$ cat config.mk
export PLATFORM = sky130hd
export DESIGN_NAME = afg_frame_gen
export DESIGN_NICKNAME = d
export VERILOG_FILES = /design/src/rtl/afg_pkg.sv /design/src/rtl/afg_mode_decode.sv /design/src/rtl/afg_bit_divider.sv /design/src/rtl/afg_frame_counter.sv /design/src/rtl/afg_frame_gen.sv
export SDC_FILE = /design/constraint.sdc
export NUM_CORES = 1
export LEC_CHECK = 0
export BUFFER_PORTS_ARGS = -buffer_cell sky130_fd_sc_hd__buf_4
export CAP_MARGIN = 20
export CORE_UTILIZATION = 49
export DETAILED_ROUTE_END_ITERATION = 8
export PLACE_DENSITY = 0.82
export REMOVE_ABC_BUFFERS = 1
export SLEW_MARGIN = 15
export SYNTH_ARGS = -nofsm -noshare
export SYNTH_HDL_FRONTEND = slang
export SYNTH_SLANG_ARGS = --single-unit
export TNS_END_PERCENT = 50
$ cat constraint.sdc
create_clock -name clk -period 1.9 [get_ports clk]
set_clock_uncertainty 0.2 [all_clocks]
set_input_delay 0.57 -clock clk [delete_from_list [all_inputs] [get_ports clk]]
set_output_delay 0.57 -clock clk [all_outputs]
set_load 0.01 [all_outputs]
$ cat src/rtl/afg_pkg.sv
package afg_pkg;

    typedef enum logic [2:0] {
        SM_SLAVE_A   = 3'd0,
        SM_SLAVE_B   = 3'd1,
        SM_SLAVE_C   = 3'd2,
        SM_WIDE_DLY  = 3'd3,
        SM_WIDE_MSB  = 3'd4,
        SM_WIDE_LSB  = 3'd5,
        SM_NARR_MSB  = 3'd6,
        SM_NARR_LSB  = 3'd7
    } serial_mode_e;

    typedef struct packed {
        logic master;
        logic narrow;
        logic long_frame;
    } frame_sel_t;

    function automatic logic mode_is_master(input logic [2:0] mode);
        return mode >= 3'(SM_WIDE_DLY);
    endfunction

    function automatic logic mode_is_narrow(input logic [2:0] mode);
        return (mode == 3'(SM_NARR_MSB)) || (mode == 3'(SM_NARR_LSB));
    endfunction

    function automatic frame_sel_t decode_sel(input logic [2:0] mode,
                                              input logic       ratio_long);
        frame_sel_t s;
        s.master     = mode_is_master(mode);
        s.narrow     = mode_is_narrow(mode);
        s.long_frame = ratio_long;
        return s;
    endfunction

endpackage

$ cat src/rtl/afg_mode_decode.sv
module afg_mode_decode
    import afg_pkg::*;
#(
    parameter int unsigned FRAME_SHORT = 256,
    parameter int unsigned FRAME_LONG  = 384,
    parameter int unsigned BITS_WIDE   = 64,
    parameter int unsigned BITS_NARROW = 32,
    parameter int unsigned PER_W       = 4,
    parameter int unsigned BIT_W       = 6
) (
    input  logic             clk,
    input  logic             rst,
    input  logic             run,
    input  logic             ratio_long,
    input  logic [2:0]       serial_mode,
    output logic             active,
    output logic [PER_W-1:0] per_last,
    output logic [PER_W-1:0] per_mid,
    output logic [BIT_W-1:0] bit_last,
    output logic [BIT_W-1:0] half_bits
);

    localparam logic [PER_W-1:0] LAST_SW = PER_W'(FRAME_SHORT / BITS_WIDE - 1);
    localparam logic [PER_W-1:0] LAST_LW = PER_W'(FRAME_LONG / BITS_WIDE - 1);
    localparam logic [PER_W-1:0] LAST_SN = PER_W'(FRAME_SHORT / BITS_NARROW - 1);
    localparam logic [PER_W-1:0] LAST_LN = PER_W'(FRAME_LONG / BITS_NARROW - 1);
    localparam logic [PER_W-1:0] MID_SW  = PER_W'(FRAME_SHORT / BITS_WIDE / 2);
    localparam logic [PER_W-1:0] MID_LW  = PER_W'(FRAME_LONG / BITS_WIDE / 2);
    localparam logic [PER_W-1:0] MID_SN  = PER_W'(FRAME_SHORT / BITS_NARROW / 2);
    localparam logic [PER_W-1:0] MID_LN  = PER_W'(FRAME_LONG / BITS_NARROW / 2);

    frame_sel_t             sel;
    logic [PER_W-1:0]       last_d;
    logic [PER_W-1:0]       mid_d;

    always_comb begin
        sel = decode_sel(serial_mode, ratio_long);
        unique case ({sel.narrow, sel.long_frame})
            2'b00:   begin last_d = LAST_SW; mid_d = MID_SW; end
            2'b01:   begin last_d = LAST_LW; mid_d = MID_LW; end
            2'b10:   begin last_d = LAST_SN; mid_d = MID_SN; end
            default: begin last_d = LAST_LN; mid_d = MID_LN; end
        endcase
    end

    always_ff @(posedge clk) begin
        if (rst) begin
            active    <= 1'b0;
            per_last  <= LAST_SW;
            per_mid   <= MID_SW;
            bit_last  <= BIT_W'(BITS_WIDE - 1);
            half_bits <= BIT_W'(BITS_WIDE / 2);
        end else begin
            active    <= run && sel.master;
            per_last  <= last_d;
            per_mid   <= mid_d;
            bit_last  <= sel.narrow ? BIT_W'(BITS_NARROW - 1) : BIT_W'(BITS_WIDE - 1);
            half_bits <= sel.narrow ? BIT_W'(BITS_NARROW / 2) : BIT_W'(BITS_WIDE / 2);
        end
    end

endmodule

$ cat src/rtl/afg_bit_divider.sv
module afg_bit_divider #(
    parameter int unsigned PER_W = 4
) (
    input  logic             clk,
    input  logic             rst,
    input  logic             active,
    input  logic [PER_W-1:0] per_last,
    input  logic [PER_W-1:0] per_mid,
    output logic             tick_fall,
    output logic             tick_rise,
    output logic             bclk_lvl,
    output logic             period_end
);

    logic [PER_W-1:0] mcnt;

    always_ff @(posedge clk) begin
        if (rst || !active) begin
            mcnt <= '0;
        end else if (mcnt >= per_last) begin
            mcnt <= '0;
        end else begin
            mcnt <= mcnt + 1'b1;
        end
    end

    always_comb begin
        tick_fall  = active && (mcnt == '0);
        tick_rise  = active && (mcnt == per_mid);
        bclk_lvl   = active && (mcnt >= per_mid);
        period_end = active && (mcnt >= per_last);
    end

endmodule

$ cat src/rtl/afg_frame_counter.sv
module afg_frame_counter #(
    parameter int unsigned BIT_W = 6
) (
    input  logic             clk,
    input  logic             rst,
    input  logic             active,
    input  logic             period_end,
    input  logic [BIT_W-1:0] bit_last,
    output logic [BIT_W-1:0] bcnt
);

    always_ff @(posedge clk) begin
        if (rst || !active) begin
            bcnt <= '0;
        end else if (period_end) begin
            if (bcnt >= bit_last) begin
                bcnt <= '0;
            end else begin
                bcnt <= bcnt + 1'b1;
            end
        end
    end

endmodule

$ cat src/rtl/afg_frame_gen.sv
module afg_frame_gen #(
    parameter int unsigned FRAME_SHORT = 256,
    parameter int unsigned FRAME_LONG  = 384,
    parameter int unsigned BITS_WIDE   = 64,
    parameter int unsigned BITS_NARROW = 32,
    localparam int unsigned PER_MAX    = FRAME_LONG / BITS_NARROW,
    localparam int unsigned PER_W      = $clog2(PER_MAX + 1),
    localparam int unsigned BIT_W      = $clog2(BITS_WIDE),
    localparam int unsigned IDX_W      = BIT_W - 1
) (
    input  logic             clk,
    input  logic             rst,
    input  logic             run,
    input  logic             ratio_long,
    input  logic [2:0]       serial_mode,
    output logic             frame_clk,
    output logic             bclk,
    output logic             bclk_rise,
    output logic             bclk_fall,
    output logic             fsync,
    output logic             conv_start,
    output logic [IDX_W-1:0] bit_idx
);

    logic             active;
    logic [PER_W-1:0] per_last;
    logic [PER_W-1:0] per_mid;
    logic [BIT_W-1:0] bit_last;
    logic [BIT_W-1:0] half_bits;
    logic             tick_fall;
    logic             tick_rise;
    logic             bclk_lvl;
    logic             period_end;
    logic [BIT_W-1:0] bcnt;
    logic             left_half;
    logic [BIT_W-1:0] idx_full;

    afg_mode_decode #(
        .FRAME_SHORT(FRAME_SHORT),
        .FRAME_LONG (FRAME_LONG),
        .BITS_WIDE  (BITS_WIDE),
        .BITS_NARROW(BITS_NARROW),
        .PER_W      (PER_W),
        .BIT_W      (BIT_W)
    ) u_decode (
        .clk        (clk),
        .rst        (rst),
        .run        (run),
        .ratio_long (ratio_long),
        .serial_mode(serial_mode),
        .active     (active),
        .per_last   (per_last),
        .per_mid    (per_mid),
        .bit_last   (bit_last),
        .half_bits  (half_bits)
    );

    afg_bit_divider #(
        .PER_W(PER_W)
    ) u_div (
        .clk       (clk),
        .rst       (rst),
        .active    (active),
        .per_last  (per_last),
        .per_mid   (per_mid),
        .tick_fall (tick_fall),
        .tick_rise (tick_rise),
        .bclk_lvl  (bclk_lvl),
        .period_end(period_end)
    );

    afg_frame_counter #(
        .BIT_W(BIT_W)
    ) u_frame (
        .clk       (clk),
        .rst       (rst),
        .active    (active),
        .period_end(period_end),
        .bit_last  (bit_last),
        .bcnt      (bcnt)
    );

    always_comb begin
        left_half  = bcnt < half_bits;
        idx_full   = left_half ? bcnt : (bcnt - half_bits);
        frame_clk  = active && left_half;
        bclk       = bclk_lvl;
        bclk_rise  = tick_rise;
        bclk_fall  = tick_fall;
        bit_idx    = active ? idx_full[IDX_W-1:0] : '0;
        fsync      = active && (idx_full == '0);
        conv_start = tick_fall && (bcnt == '0);
    end

endmodule

==> Yosys cells after proc, flatten, opt, wreduce, memory -nomap -nowiden <==
Cells that the tools add are included.
{ "totals": {"latch_bits": 0, "mem_bits_ro": 0, "mem_bits_rw": 0, "output_inout_bits": 11, "inputBits": 7, "reg_bits": 31, "n_memories": 0} }
{ "classes": {"order_cmp": 5, "n_eq_ne": 5, "n_mul": 0, "bitwise": 0, "div_mod_pow": 0, "n_mux": 7, "n_addsub": 3, "n_reduce_logical": 16, "shift": 0} }
{ "op_table": {"columns": ["op", "count"], "rows": [
  ["two-way mux 6 bit", 4],
  ["logical NOT 6 bit", 2],
  ["one-hot mux 4 bit (3 select lines)", 1],
  ["one-hot mux 3 bit (3 select lines)", 1],
  [">= comparator 4 bit", 2],
  ["logical AND 1 bit", 8],
  ["adder 6 x 1 -> 6 bit (second input constant)", 1],
  ["equality test 3 bit (second input constant)", 2],
  [">= comparator 6 bit", 1],
  ["< comparator 6 bit", 1],
  ["subtractor 6 bit", 1],
  ["two-way mux 5 bit", 1],
  ["adder 4 x 1 -> 4 bit (second input constant)", 1],
  ["equality test 4 bit", 1],
  ["logical NOT 4 bit", 1],
  [">= comparator 3 x 2 -> 1 bit (second input constant)", 1],
  ["equality test 2 x 1 -> 1 bit (second input constant)", 1],
  ["equality test 2 bit (second input constant)", 1],
  ["logical NOT 2 bit", 1],
  ["logical OR 1 bit", 2],
  ["OR reduction 2 bit", 1],
  ["logical NOT 1 bit", 1]
]} }

==> Logic depth before layout (Yosys ltp) <==
Gate-level depths: netlist (run 1).
{ "depth": {"depth_word": 4, "mapped_depth": 7, "mapped_depth_nobuf": 7} }

==> By module <==
From an unflattened synthesis (run 1), not the netlist that was laid out.
{ "unflattened": {"hier_cells": 199, "area_unflattened_um2": 1666.6} }
{ "modules_own_cells": {"columns": ["mod", "cells_per_inst", "area_each_um2", "seq_area_each_um2", "instances"], "rows": [
  ["afg_frame_gen", 66, 466.7, 0.0, 1],
  ["afg_mode_decode", 42, 412.9, 180.2, 1],
  ["afg_frame_counter", 46, 406.6, 120.1, 1],
  ["afg_bit_divider", 45, 380.4, 80.1, 1]
]} }

==> Worst setup path before layout (run 1) <==
No wires, ideal clock.
{ "synth_timing": {"path_type": "reg2out", "from": "register u_frame.bcnt[4]", "to": "output fsync", "arrival_time_ns": 1.425, "stages_incl_launch_ff": 8, "setup_slack_ns": -0.295, "required_time_ns": 1.130, "path_buffers": 0, "cell_sequence": "dfxtp_1 > inv_1 > ha_1 > fa_1 > nand2_1 > nor2_1 > a21oi_1 > nor2_1"} }
{ "synth_via": {"elab_chain_len": 4, "elab_cells_between_ends": 5, "cone_classes": "1 x add/sub; 1 x order compare; 1 x mux; 2 x reduce/logical"} }
{ "synth_lines": {"columns": ["element", "line", "rtl"], "rows": [
  ["start, declared", "afg_frame_counter.sv:9", "output logic [BIT_W-1:0] bcnt"],
  ["start signal, assigned", "afg_frame_counter.sv:19", "bcnt <= bcnt + 1'b1;"],
  ["subtractor 6 bit / < comparator 6 bit (equally long branches)", "afg_frame_gen.sv:85, afg_frame_gen.sv:84", null],
  ["two-way mux 6 bit *", "afg_frame_gen.sv:85", "idx_full = left_half ? bcnt : (bcnt - half_bits);"],
  ["logical NOT 6 bit *", "afg_frame_gen.sv:91", "fsync = active && (idx_full == '0);"],
  ["logical AND 1 bit *", "afg_frame_gen.sv:91", null],
  ["end, declared", "afg_frame_gen.sv:20", "output logic fsync,"]
]} }
Mark *: on every way between the ends. The rest lies on a longest branch, timed or not.

==> Worst setup path in the final report (run 1) <==
Ends and elaborated chain as after synthesis.

==> impl_metrics.json, run 1 <==
{
  "synth_sequential_area_ratio_pct": 34.47,
  "post_route_cells_drive_above_1_share_pct": 37.27,
  "netlist.area_leader.share_pct": 34.47,
  "clkSinkCount": 19,
  "hpwl_mm": 1.777,
  "htreeDepth": 1,
  "grt_pass1_vias": 968,
  "arrival_ns": 1.75,
  "syn_area_um2": 1104,
  "power.density_cell_area_nw_per_um2": 470.4,
  "place_congestion": 0.8430,
  "swShare_pct": 25.87,
  "cpMostUsedCell": "sky130_fd_sc_hd__nor2_1",
  "synth_top_area_cell": "sky130_fd_sc_hd__dfxtp_1",
  "setup_violating_endpoint_count_in_the_final_report": 9,
  "power.ir.vdd_worst_uv": 431.1,
  "initial_utilization_pct": 54.04,
  "numCtsBuffers": 3,
  "rsz0062_at_grt": "yes",
  "dr.pass1.iters": 5,
  "routed_wirelength_mm": 2.975,
  "fmax_ghz": 0.3969,
  "grt_use_total_pct": 22.21,
  "timing.max_slew.rel_slack_pct": 74.24,
  "clk_pin_slew_ns": 0.11,
  "critical-path-slowest-cell": "sky130_fd_sc_hd__fa_2",
  "start_to_end_type_of_the_worst_setup_path": "flop to primary output",
  "crit_buf_inv": 2,
  "netlist-cell-type-count": 33,
  "postLayoutSetupSlackWorst_ns": -0.6197,
  "layout.filler_cells": 140,
  "ff2ff_setup_slack_ns": -0.10,
  "post_route_antenna_net_violation_count": 0,
  "fin_setup_tns_ns": -3.197,
  "detail_route.wl_per_cell_um": 15.82,
  "max_stage_delay_ns": 0.51,
  "maxSlewViolCount": 0,
  "clk_pwr_share_pct": 29.5,
  "power.static_leakage_nw": 0.6934,
  "root_buffer": "sky130_fd_sc_hd__clkbuf_4",
  "synth_warnings": 0,
  "cts_tree": "done",
  "synth.top_cells.by_count": "sky130_fd_sc_hd__dfxtp_1 (19), sky130_fd_sc_hd__ha_1 (17), sky130_fd_sc_hd__inv_1 (15)",
  "layout.cells.non_filler": 188,
  "netlist_instances": 127,
  "dp_slack_ns": -0.3015,
  "failed_checks": "setup timing",
  "status": "complete, but fails checks",
  "die_width_um": 49.46,
  "detail_route.drc_violations": 0,
  "synth-seq-cells": 19,
  "finalPower_w": 0.0007363,
  "finalCritPeriodShare_pct": 132.6,
  "grt_remaining_overflow": 0,
  "floorplan.die.height_um": 49.46,
  "power.net_switching_w": 0.0001905,
  "postSynth.asyncResetShare_pct": 0,
  "crit_path_cell_trace": "inv_2 -> ha_4 -> fa_2 -> nand2_1 -> nor2_1 -> a21oi_1 -> nor2_1 -> buf_4",
  "fp-row-count": 16,
  "grt_pass1_wl_mm": 4.119,
  "internal_power_w": 0.0005458,
  "combPwrFrac_pct": 14.5,
  "dpl.cell_count": 181,
  "max-clock-path-buffers": 2,
  "crit_family": "adder cells",
  "pin_count": 18,
  "synth_area_leaders": "sky130_fd_sc_hd__dfxtp_1 (34%), sky130_fd_sc_hd__ha_1 (19%), sky130_fd_sc_hd__inv_1 (5.1%)",
  "drtIter0Drc": 33,
  "postLayoutCoreUtil_pct": 76.65,
  "grt_start_max_net_pins": 12,
  "category_of_the_worst_setup_path_launch_point": "flop",
  "io_buffers": 17,
  "critical_path.endpoint_type": "primary output",
  "antenna_found_initial": 0,
  "period_needed_ns": 2.520,
  "synth-main-ff-cell": "sky130_fd_sc_hd__dfxtp_1",
  "clkLatencyLatePin_ns": 0.31,
  "via_count": 1073,
  "finish.net_count": 187,
  "synth.most_common_cell": "sky130_fd_sc_hd__dfxtp_1",
  "p_seq_share_pct": 56.0,
  "area_growth_pct": 41.84,
  "hold_class": "primary input to flop",
  "number_of_antenna_repair_diodes": 0,
  "final-hold-violation-count": 0,
  "worst_slew_pin_slew_ns": 0.3815,
  "route.detailed.vias_per_inst": 5.707,
  "synthesis.area_per_instance_um2": 8.689,
  "core_region_area_um2": 2042,
  "cp.required_ns": 1.13,
  "die_ar_um2": 2446,
  "cap_violations": 0,
  "synth_enable_flop_cells": 0,
  "crit_path_max_fanout": 2
}
[cell type report]
class / count / area [µm²] / area share, %
clock buffers: 4 / 26.28 / 1.679
well taps: 27 / 33.78 / 2.158
repair buffers: 32 / 266.5 / 17.03
flip-flops and latches: 19 / 390.4 / 24.94
multi-input cells: 91 / 792.0 / 50.60
inverters: 15 / 56.30 / 3.597
[cell families (layout without fill, tap and decap cells)]
kind of cell               count (synthesis)  in the layout  share of synthesized area, %
xor gates and xnor gates                   2              2                         1.588
buffers and inverters                     17             51                         5.782
adders and majority gates                 18             18                         21.09
and+or+nand+nor                           51             51                         24.72
AOI/OAI and AO/OA                         20             20                         12.36
DFF                                       19             19                         34.47
[power by group through the flow]
stage	logic [W]	registers (W)	clock network, W
after floorplan	0.0000377	0.000421	0
after CTS	0.0000910	0.000413	0.000215
final	0.000107	0.000412	0.000217
after detailed placement	0.0000760	0.000421	0
after global routing	0.000116	0.000413	0.000230
after global placement	0.0000725	0.000421	0
[flip-flops by register name, summed over array words and instances (netlist names)]
name	flops
u_decode.active	1
u_decode.per_mid	3
u_div.mcnt	4
u_frame.bcnt	6
u_decode.per_last	3
u_decode.half_bits	2
[layer usage]
metal / track usage [%] / up-vias / wire, µm
met1: 25.34 / 508 / 1166
met4: 12.38 / 0 / 187
met3: 2.778 / 16 / 144
met5: 0 / - / 0
met2: 39.73 / 47 / 1477
li1: - / 502 / -
[per-stage QoR]
step	area (µm²)	hold slack, ns
floorplan	1096	0.2416
global placement	1348	0.3147
detailed placement	1348	0.3179
CTS	1476	0.2658
global route	1565	0.2774
finish	1565	0.2659
[worst paths after layout]
check                  start                   end  cells after the start
min reg2reg  u_frame.bcnt[0]       u_frame.bcnt[0]                      1
max          u_frame.bcnt[4]                 fsync                      8
min                      rst  u_decode.per_last[2]                      2
max reg2reg    u_div.mcnt[2]       u_frame.bcnt[3]                      5
[layout by cell type (no fill, tap or decap), drive strengths merged, types with 2 or more instances in the layout]
cell,Yosys,layout
clkbuf,2,4
and3,3,3
ha,17,17
nor2,13,13
nand2b,4,4
a21oi,5,5
dfxtp,19,19
inv,15,15
nand2,7,7
o21ai,4,4
nor3b,2,2
buf,0,32
nor2b,4,4
and2,6,6
nand3,7,7
[repair_timing]
item / 4_1_cts / 5_1_grt
pin swaps: 11 / 6
endpoints found under the setup margin: 13 / 20
resized for setup: 24 / 17
setup buffers: 1 / 3
hold buffers: 0 / 0
No activity file was read; power rests on OpenSTA's default activity.
==> inputs of run 2 (changes only) <==
- CORE_UTILIZATION: 49 -> 30
- PLACE_DENSITY: 0.82 -> 0.57
==> run 2 against run 1 <==
Against the previous run: the run still ends with setup timing left; routed wire length fell by 18%; sequential share of layout area down 0.73 points; combinational power decreased by 9%; setup slack gained 0.051 ns; non-clock buffer count unchanged; sequential power about the same; clock-buffer cell count down 1; worst hold slack better by 0.059 ns; highest routed layer is now met3.
==> impl_metrics.json, run 2 (synthesis results as in run 1) <==
{
  "period_needed_ns": 2.469,
  "crit_path_max_fanout": 2,
  "cp.required_ns": 1.13,
  "antenna_found_initial": 0,
  "cap_violations": 0,
  "finalCritPeriodShare_pct": 130.0,
  "place_congestion": 0.8225,
  "mostFrequentLayoutCells": "sky130_fd_sc_hd__buf_4 (25), sky130_fd_sc_hd__nor2_1 (13), sky130_fd_sc_hd__dfxtp_1 (12)",
  "worst_slew_pin_slew_ns": 0.2780,
  "grt_pass1_wl_mm": 4.071,
  "post_route_cells_drive_above_1_share_pct": 41.61,
  "via_count": 982,
  "met2_wirelength_mm": 1.240,
  "die_width_um": 62.65,
  "initial_utilization_pct": 32.06,
  "ctsHoldBuffers": 0,
  "die_ar_um2": 3925,
  "grt_use_total_pct": 12.99,
  "crit_buf_inv": 2,
  "regMostFlops": "u_frame.bcnt",
  "largest_registers_ranked_by_flip_flop_count": "u_frame.bcnt (6), u_div.mcnt (4)",
  "arrival_ns": 1.70,
  "clkLatencyLatePin_ns": 0.26,
  "hold_path_end": "u_decode.per_mid[2]",
  "floorplan.die.height_um": 62.65,
  "layout.cells.non_filler": 207,
  "route.met3.wl_um": 107,
  "timing.max_slew.rel_slack_pct": 81.23,
  "cpMostUsedCell": "sky130_fd_sc_hd__nor2_1",
  "drtIter0Drc": 21,
  "hold_class": "primary input to flop",
  "crit_path_cell_trace": "inv_2 -> ha_4 -> fa_2 -> nand2_1 -> nor2_1 -> a21oi_1 -> nor2_1 -> buf_4",
  "cts_tree": "done",
  "mostFrequentLayoutCell": "sky130_fd_sc_hd__buf_4",
  "rr_endpoint": "u_frame.bcnt[2]",
  "routed_wirelength_mm": 2.448,
  "area_growth_pct": 47.51,
  "dp_slack_ns": -0.3362,
  "route.detailed.vias_per_inst": 4.744,
  "fp-row-count": 21,
  "wl_met1_mm": 1.099,
  "power.ir.vdd_worst_uv": 304.3,
  "max-clock-path-buffers": 2,
  "numCtsBuffers": 3,
  "detail_route.drc_violations": 0,
  "power.static_leakage_nw": 0.6942,
  "maxUsedRoutingLayer": "met3",
  "rsz0062_at_grt": "yes",
  "postLayoutSetupSlackWorst_ns": -0.5692,
  "hpwl_mm": 1.851,
  "fmax_ghz": 0.4050,
  "power.density_cell_area_nw_per_um2": 490.6,
  "ff2ff_path_depth": 6,
  "dr.pass1.iters": 4,
  "pin_count": 18,
  "maxSlewViolCount": 0,
  "status": "complete, but fails checks",
  "finish.net_count": 187,
  "detail_route.wl_per_cell_um": 11.83,
  "failed_checks": "setup timing",
  "crit_family": "adder cells",
  "category_of_the_worst_setup_path_launch_point": "flop",
  "dpl.cell_count": 202,
  "grt_start_max_net_pins": 13,
  "root_buffer": "sky130_fd_sc_hd__clkbuf_8",
  "critical_path.endpoint_type": "primary output",
  "htreeDepth": 1,
  "io_buffers": 17,
  "post_route_antenna_net_violation_count": 0,
  "grt_remaining_overflow": 0,
  "rr_startpoint": "u_div.mcnt[1]",
  "grt_pass1_vias": 969,
  "clk_pin_slew_ns": 0.08,
  "core_region_area_um2": 3442,
  "number_of_antenna_repair_diodes": 0,
  "clkSinkCount": 19,
  "start_to_end_type_of_the_worst_setup_path": "flop to primary output",
  "max_stage_delay_ns": 0.51,
  "critical-path-slowest-cell": "sky130_fd_sc_hd__fa_2",
  "final-hold-violation-count": 0,
  "max_ffs_per_register": 6,
  "hold_path_startpoint": "rst",
  "hold-path-cell-count": 2,
  "setup_violating_endpoint_count_in_the_final_report": 7,
  "ff2ff_setup_slack_ns": 0.01
}
-- run 2: how the worst max path moves through the flow --
stage / start / to / cells after the start
2_1_floorplan: u_frame.bcnt[4] / fsync / 7
3_3_place_gp: u_frame.bcnt[4] / fsync / 8
3_5_place_dp: u_frame.bcnt[4] / fsync / 8
4_1_cts: u_frame.bcnt[4] / fsync / 8
5_1_grt: u_frame.bcnt[4] / fsync / 8
6_report: u_frame.bcnt[4] / fsync / 8
-- run 2: power breakdown --
group	switching [W]	total, W	internal, W
clock network	0.000143	0.000291	0.000148
logic	0.0000443	0.0000972	0.0000529
registers	0.00000538	0.000411	0.000405
-- run 2: layer usage --
| layer | global-route usage, % | up-vias |
|---|---|---|
| li1 | - | 500 |
| met5 | 0 | - |
| met3 | 3.832 | 0 |
| met4 | 3.779 | 0 |
| met1 | 15.42 | 461 |
| met2 | 22.42 | 21 |
-- run 2: layout make-up --
class,count,area [µm²]
flip-flops and latches,19,394.1
repair buffers,32,266.5
clock buffers,3,41.29
multi-input cells,91,804.5
clock inverters,1,7.507
fillers,352,1814
well taps,46,57.56
inverters,15,56.30
-- run 2: what timing repair did --
item                       4_1_cts  5_1_grt
pin swaps                        9       13
setup endpoints to repair       10       18
gates resized for setup         17       27
buffers inserted                 0        1
-- run 2: stage by stage --
stage | setup TNS [ns] | cell area [µm²] | hold slack (ns) | power (W) | utilization, %
2_1_floorplan | -0.9645 | 1096 | 0.2416 | 0.0004592 | -
3_3_place_gp | -1.206 | 1386 | 0.3171 | 0.0004958 | 40.28
3_5_place_dp | -1.348 | 1386 | 0.3228 | 0.0004992 | 40.28
4_1_cts | -2.630 | 1505 | 0.3220 | 0.0007972 | 43.73
5_1_grt | -2.846 | 1628 | 0.3399 | 0.0008351 | 47.29
6_report | -2.287 | 1628 | 0.3248 | 0.0007987 | 47.29
